<file path="src/rtl/mfifo_pkg.sv">
package mfifo_pkg;

  // One cycle worth of requests at the block edge.
  typedef struct packed {
    logic wr;
    logic rd;
    logic mk;
    logic rt;
  } mf_req_t;

endpackage

</file>
<file path="src/rtl/mfifo_ctrl.sv">
module mfifo_ctrl
  import mfifo_pkg::*;
#(
  parameter int DEPTH = 16,
  parameter int PW    = $clog2(DEPTH) + 1
) (
  input  logic          clk,
  input  logic          rst_n,
  input  logic          clr,
  input  mf_req_t       req,
  output logic [PW-1:0] wptr,
  output logic [PW-1:0] rptr,
  output logic [PW-1:0] mptr,
  output logic          armed,
  output logic          wr_go,
  output logic          rd_go,
  output logic          empty,
  output logic          full
);

  localparam logic [PW-1:0] CAP = PW'(DEPTH);

  logic [PW-1:0] wptr_q, rptr_q, mptr_q;
  logic [PW-1:0] wptr_d, rptr_d, mptr_d;
  logic          armed_q, armed_d;
  logic [PW-1:0] occ, span;
  logic          guard, rt_go, mk_go;

  // Flags and acceptance, all from registered pointers
  always_comb begin
    occ   = wptr_q - rptr_q;
    span  = wptr_q - mptr_q;
    empty = (occ == '0);
    full  = (occ == CAP);
    guard = armed_q && (span == CAP);
    wr_go = req.wr && !full && !guard && !clr;
    rt_go = req.rt && armed_q && !clr;
    rd_go = req.rd && !empty && !rt_go && !clr;
    mk_go = req.mk && !req.rt && !clr;
  end

  // Next-state
  always_comb begin
    wptr_d  = wptr_q;
    rptr_d  = rptr_q;
    mptr_d  = mptr_q;
    armed_d = armed_q;
    if (clr) begin
      wptr_d  = '0;
      rptr_d  = '0;
      mptr_d  = '0;
      armed_d = 1'b0;
    end else begin
      if (wr_go) wptr_d = wptr_q + 1'b1;
      if (rt_go)      rptr_d = mptr_q;
      else if (rd_go) rptr_d = rptr_q + 1'b1;
      if (mk_go) begin
        mptr_d  = rptr_q;
        armed_d = 1'b1;
      end
    end
  end

  // Registers
  always_ff @(posedge clk or negedge rst_n) begin
    if (!rst_n) begin
      wptr_q  <= '0;
      rptr_q  <= '0;
      mptr_q  <= '0;
      armed_q <= 1'b0;
    end else begin
      wptr_q  <= wptr_d;
      rptr_q  <= rptr_d;
      mptr_q  <= mptr_d;
      armed_q <= armed_d;
    end
  end

  assign wptr  = wptr_q;
  assign rptr  = rptr_q;
  assign mptr  = mptr_q;
  assign armed = armed_q;

endmodule

</file>
<file path="src/rtl/mfifo_store.sv">
module mfifo_store #(
  parameter int DATA_W = 9,
  parameter int DEPTH  = 16,
  parameter int AW     = $clog2(DEPTH)
) (
  input  logic              clk,
  input  logic              we,
  input  logic [AW-1:0]     waddr,
  input  logic [DATA_W-1:0] wdata,
  input  logic [AW-1:0]     raddr,
  output logic [DATA_W-1:0] rdata
);

  logic [DATA_W-1:0] rows [DEPTH];

  for (genvar g = 0; g < DEPTH; g++) begin : g_row
    logic [DATA_W-1:0] q;
    always_ff @(posedge clk) begin
      if (we && (waddr == AW'(g))) q <= wdata;
    end
    assign rows[g] = q;
  end

  assign rdata = rows[raddr];

endmodule

</file>
<file path="src/rtl/mfifo_outreg.sv">
module mfifo_outreg #(
  parameter int DATA_W = 9
) (
  input  logic              clk,
  input  logic              rst_n,
  input  logic              load,
  input  logic [DATA_W-1:0] din,
  output logic [DATA_W-1:0] dout,
  output logic              valid
);

  logic [DATA_W-1:0] data_q, data_d;
  logic              vld_q, vld_d;

  always_comb begin
    vld_d  = load;
    data_d = load ? din : data_q;
  end

  always_ff @(posedge clk or negedge rst_n) begin
    if (!rst_n) begin
      data_q <= '0;
      vld_q  <= 1'b0;
    end else begin
      data_q <= data_d;
      vld_q  <= vld_d;
    end
  end

  assign dout  = data_q;
  assign valid = vld_q;

endmodule

</file>
<file path="src/rtl/mark_fifo.sv">
module mark_fifo
  import mfifo_pkg::*;
#(
  parameter int DATA_W = 9,
  parameter int DEPTH  = 16
) (
  input  logic              clk,
  input  logic              rst_n,
  input  logic              clr,
  input  logic              wr_en,
  input  logic [DATA_W-1:0] wr_data,
  input  logic              rd_en,
  input  logic              mark,
  input  logic              retx,
  output logic [DATA_W-1:0] rd_data,
  output logic              rd_valid,
  output logic              empty,
  output logic              full
);

  localparam int AW = $clog2(DEPTH);
  localparam int PW = AW + 1;

  mf_req_t           req;
  logic [PW-1:0]     wptr, rptr, mptr;
  logic              armed, wr_go, rd_go;
  logic [DATA_W-1:0] mem_q;

  assign req = '{wr: wr_en, rd: rd_en, mk: mark, rt: retx};

  mfifo_ctrl #(.DEPTH(DEPTH), .PW(PW)) u_ctrl (
    .clk   (clk),
    .rst_n (rst_n),
    .clr   (clr),
    .req   (req),
    .wptr  (wptr),
    .rptr  (rptr),
    .mptr  (mptr),
    .armed (armed),
    .wr_go (wr_go),
    .rd_go (rd_go),
    .empty (empty),
    .full  (full)
  );

  mfifo_store #(.DATA_W(DATA_W), .DEPTH(DEPTH), .AW(AW)) u_store (
    .clk   (clk),
    .we    (wr_go),
    .waddr (wptr[AW-1:0]),
    .wdata (wr_data),
    .raddr (rptr[AW-1:0]),
    .rdata (mem_q)
  );

  mfifo_outreg #(.DATA_W(DATA_W)) u_out (
    .clk   (clk),
    .rst_n (rst_n),
    .load  (rd_go),
    .din   (mem_q),
    .dout  (rd_data),
    .valid (rd_valid)
  );

endmodule

</file>
<file path="config.mk">
export PLATFORM = sky130hd
export DESIGN_NAME = mark_fifo
export DESIGN_NICKNAME = d
export VERILOG_FILES = /design/src/rtl/mfifo_pkg.sv /design/src/rtl/mfifo_ctrl.sv /design/src/rtl/mfifo_store.sv /design/src/rtl/mfifo_outreg.sv /design/src/rtl/mark_fifo.sv
export SDC_FILE = /design/constraint.sdc
export NUM_CORES = 1
export LEC_CHECK = 0
export ABC_CLOCK_PERIOD_IN_PS = 4500
export BUFFER_PORTS_ARGS = -buffer_cell sky130_fd_sc_hd__clkbuf_2
export CAP_MARGIN = 10
export CELL_PAD_IN_SITES_DETAIL_PLACEMENT = 1
export CELL_PAD_IN_SITES_GLOBAL_PLACEMENT = 1
export CORE_ASPECT_RATIO = 0.7
export CORE_MARGIN = 10
export CORE_UTILIZATION = 40
export CTS_CLUSTER_SIZE = 10
export DETAILED_ROUTE_END_ITERATION = 8
export PLACE_DENSITY_LB_ADDON = 0.1
export REMOVE_ABC_BUFFERS = 1
export SLEW_MARGIN = 40
export SYNTH_ARGS = -nofsm -noshare
export SYNTH_HDL_FRONTEND = slang
export SYNTH_SLANG_ARGS = --single-unit
</file>
<file path="constraint.sdc">
create_clock -name clk -period 4.5 [get_ports clk]
set_input_delay 0.225 -clock clk [delete_from_list [all_inputs] [get_ports clk]]
set_output_delay 0.225 -clock clk [all_outputs]
set_load 0.01 [all_outputs]
</file>
==> out/summary.txt <==
status = completed
CTS tree = built
clock buffer depth = 2
number of buffers created by CTS = 17
Congestion Overflow GR = 0
Switching Share = 27.5%
fin crit share = 77.6%
crit path max-delay cell type = or3b_2
crit end category = register
Core ar. = 0.0174 sq mm
Seq cells post-synth = 170
share of post-route cells with drive strength above 1 = 28.4%
CP Data Arrival Time = 3.55 ns
number of H-tree levels = 4
Tightest Pin Transition = 0.719 ns
GRT Util Overall = 15.2%
Worst path max stage delay = 0.74 ns
antenna viol nets, final = 0
# IOs = 28
largest net degree at the start of global routing = 41
multi-input logic area = 0.00211 sq mm
Sequential cell area = 0.00498 sq mm
Final Hold Viols = 0
1st-iter DRT viols = 226
synthesized area = 0.00719 sq mm
CP delay by family, top = simple AND/OR/NAND/NOR gates
Place WS = 0.924 ns
gpl congestion = 0.786
diode count = 0
worst path cell trace = inv_1, ha_1, xnor3_1, nand4_1, a211oi_2, or3b_2, nor4_4
initial core utilization = 41.3%
post-DR vias/cell = 5.44
hold path depth = 4
Clock Latency Late Sink = 0.44 ns
Seq/Total Area, Yosys = 69.2%
clk root buf = clkbuf_16
Die Footprint = 0.0238 sq mm
DP HPWL = 12.0 mm
min-delay worst type = in -> reg
Worst EP required = 4.56 ns
top cells by area, synth = edfxtp_1 (60%), mux4_2 (11%), dfrtp_1 (9.0%)
I/O Buffers = 27
Post-Syn Instances = 421
RSZ-0062 raised after global routing = false
Worst Skew = 0.0122 ns
CTS clock-pin slew for the worst setup and hold paths = 0.07 ns
average size of a mapped cell = 17.1 sq um
Yosys Warn Count = 0
Max Freq = 286 MHz
CTS Sinks = 170
global-route wire length before repair = 27.2 mm
Setup Viol. Count Final = 0
row cnt = 40
crit path time final = 3.49 ns
worst vdd ir = 0.271 mV
Finished Layout Cells = 706
Design Power = 0.00411 W
vias in the first global route = 4094
cell count of the worst reg-to-reg path = 7
routed vias = 3844
P&R area growth vs syn = 15.8%
Placed Instances = 673
Routed WL per cell = 24.7 microns
Max-Cap Viols = 0
P_sw = 0.00113 W
Clk pwr share = 38.3%
setup ws final = 1.01 ns
CP Max Fanout = 18
Nets = 491
Startpoint Class = register
initial antenna violation count = 0
DR pass1 iterations = 4
sequential share of power = 44.3%
Pins Over Slew Limit = 0
Comb power frac = 17.4%
synth unique cells = 48
Synth area leader = edfxtp_1
Lkg Pwr = 2.88 nW
routed wire length = 17.5 mm
WP buf/inv = 1
Die W = 180 microns
die height = 132 microns
Final Core Density = 47.8%
Fillers = 1670
cell internal pwr = 0.00298 W
CP Class = reg -> reg
PwrDens = 494 mW/mm^2
Worst slew margin = 51.7%
share of Yosys cell area claimed by the top area cell type = 60.1%
DRC = 0
cell depth of the worst setup path = 7
## repair_timing
action | in CTS | in global routing
setup buffers | 0 | 0
setup endpoints to repair | 0 | 0
resized for setup | 0 | 0
endpoints found under the hold margin | 26 | 0
hold buffers | 1 | 0
## sequential cells by signal (all words and copies together) (netlist names)
register / cells
u_store.g_row.q: 144
u_ctrl.mptr: 5
u_ctrl.armed: 1
u_out.valid: 1
u_out.dout: 9
u_ctrl.rptr: 5
u_ctrl.wptr: 5
## synth_stat cells (all sizes together)
cell	count
clkbuf	16
ha	13
nand3	2
o41ai	2
or3b	2
and3	9
and3b	1
buf	8
o21ai	2
a311oi	2
mux2	11
o211a	1
a211o	1
and2	1
o211ai	1
a21o	1
or4	3
xnor2	4
edfxtp	144
a22oi	1
nand2b	9
nand3b	1
nor2b	3
a21oi	7
or3	2
a211oi	5
xor3	1
a31oi	9
o31ai	2
nor3	12
mux2i	4
nand2	41
inv	11
xor2	2
xnor3	1
dfrtp	26
nor4	6
mux4	36
nand4	2
nor2	16
## metal layers
| metal | track usage [%] | share of wire [%] |
|---|---|---|
| met1 | 22.7 | 51 |
| met2 | 21.2 | 43 |
| met3 | 4.06 | 4.8 |
| met4 | 3.95 | 0.99 |
| met5 | 0 | 0 |
## layout by cell type, fill, tap and decap left out, types with 2 or more instances in the layout
cell,count
edfxtp_1,144
nand2_1,41
mux4_2,36
clkbuf_2,27
dfrtp_1,25
clkbuf_16,17
buf_4,17
nor2_1,16
ha_1,13
inv_1,11
nor3_1,10
nand2b_1,9
and3_1,9
a31oi_1,9
mux2_2,9
a21oi_1,7
inv_6,5
xnor2_1,4
mux2i_1,4
inv_8,4
nor2b_1,3
a211oi_1,3
bufinv_16,3
nor4_1,2
nand4_1,2
xor2_1,2
nand3_1,2
nor4_2,2
nor3_2,2
nor4_4,2
mux2_1,2
or3_1,2
o21ai_0,2
a311oi_1,2
o31ai_1,2
or4_1,2
## area by class of cell
cell class                      instances  share of cell area, %
Clock inverter                         15                   2.41
Multi-Input combinational cell        216                   25.3
Timing Repair Buffer                   46                   3.41
Inverter                               11                  0.496
Sequential cell                       170                   59.8
Clock buffer                           17                   5.11
Tap cell                              231                   3.47
## cells by family (layout without fill, tap and decap cells)
logic type	after synthesis	after routing	synth area share (%)
AND/OR/NAND/NOR	110	110	7.57
flip-flops	170	170	69.2
adder cells (fa/ha/maj)	13	13	2.26
AO/OA/AOI/OAI	34	34	3.81
multiplexers	51	51	13.6
buffers and inverters	35	89	2.23
XOR/XNOR	8	8	1.37
## worst reg2reg max path, stage by stage (launching register included)
cell	delay [ns]
dfrtp_1	0.55
inv_1	0.24
ha_1	0.25
xnor3_1	0.38
nand4_1	0.12
a211oi_2	0.13
or3b_2	0.74
nor4_4	0.70
## stage by stage
step / hold WS [ns] / setup TNS [ns] / area [sq um]
after floorplan: -0.0706 / -2.39 / 7070
after global placement: 0.303 / 0 / 7660
after detailed placement: 0.301 / 0 / 7690
after CTS: 0.192 / 0 / 8320
after global routing: 0.244 / 0 / 8320
final: 0.210 / 0 / 8320
## final timing paths
kind | start | slack [ns] | endpoint
max in group asynchronous | rst_n | 3.69 | u_ctrl.rptr[0]$_DFFE_PN0P_
max reg2reg | u_ctrl.rptr[3]$_DFFE_PN0P_ | 1.01 | u_store.g_row[0].q[7]$_DFFE_PP_
max | u_ctrl.rptr[3]$_DFFE_PN0P_ | 1.01 | u_store.g_row[0].q[7]$_DFFE_PP_
min in group asynchronous | rst_n | 0.34 | u_ctrl.armed$_DFFE_PN0P_
min reg2reg | u_out.dout[6]$_DFFE_PN0P_ | 0.51 | u_out.dout[6]$_DFFE_PN0P_
min | wr_en | 0.21 | u_ctrl.wptr[3]$_DFFE_PN0P_
## power by group through the flow
stage               combinational, W  sequential (W)  clock, W
finish                      0.000716         0.00182   0.00157
global route                0.000784         0.00183   0.00167
CTS                         0.000730         0.00182   0.00161
detailed placement          0.000725         0.00186         0
global placement            0.000718         0.00185         0
floorplan                   0.000374         0.00192         0
Power figures use the tool's default switching activity.
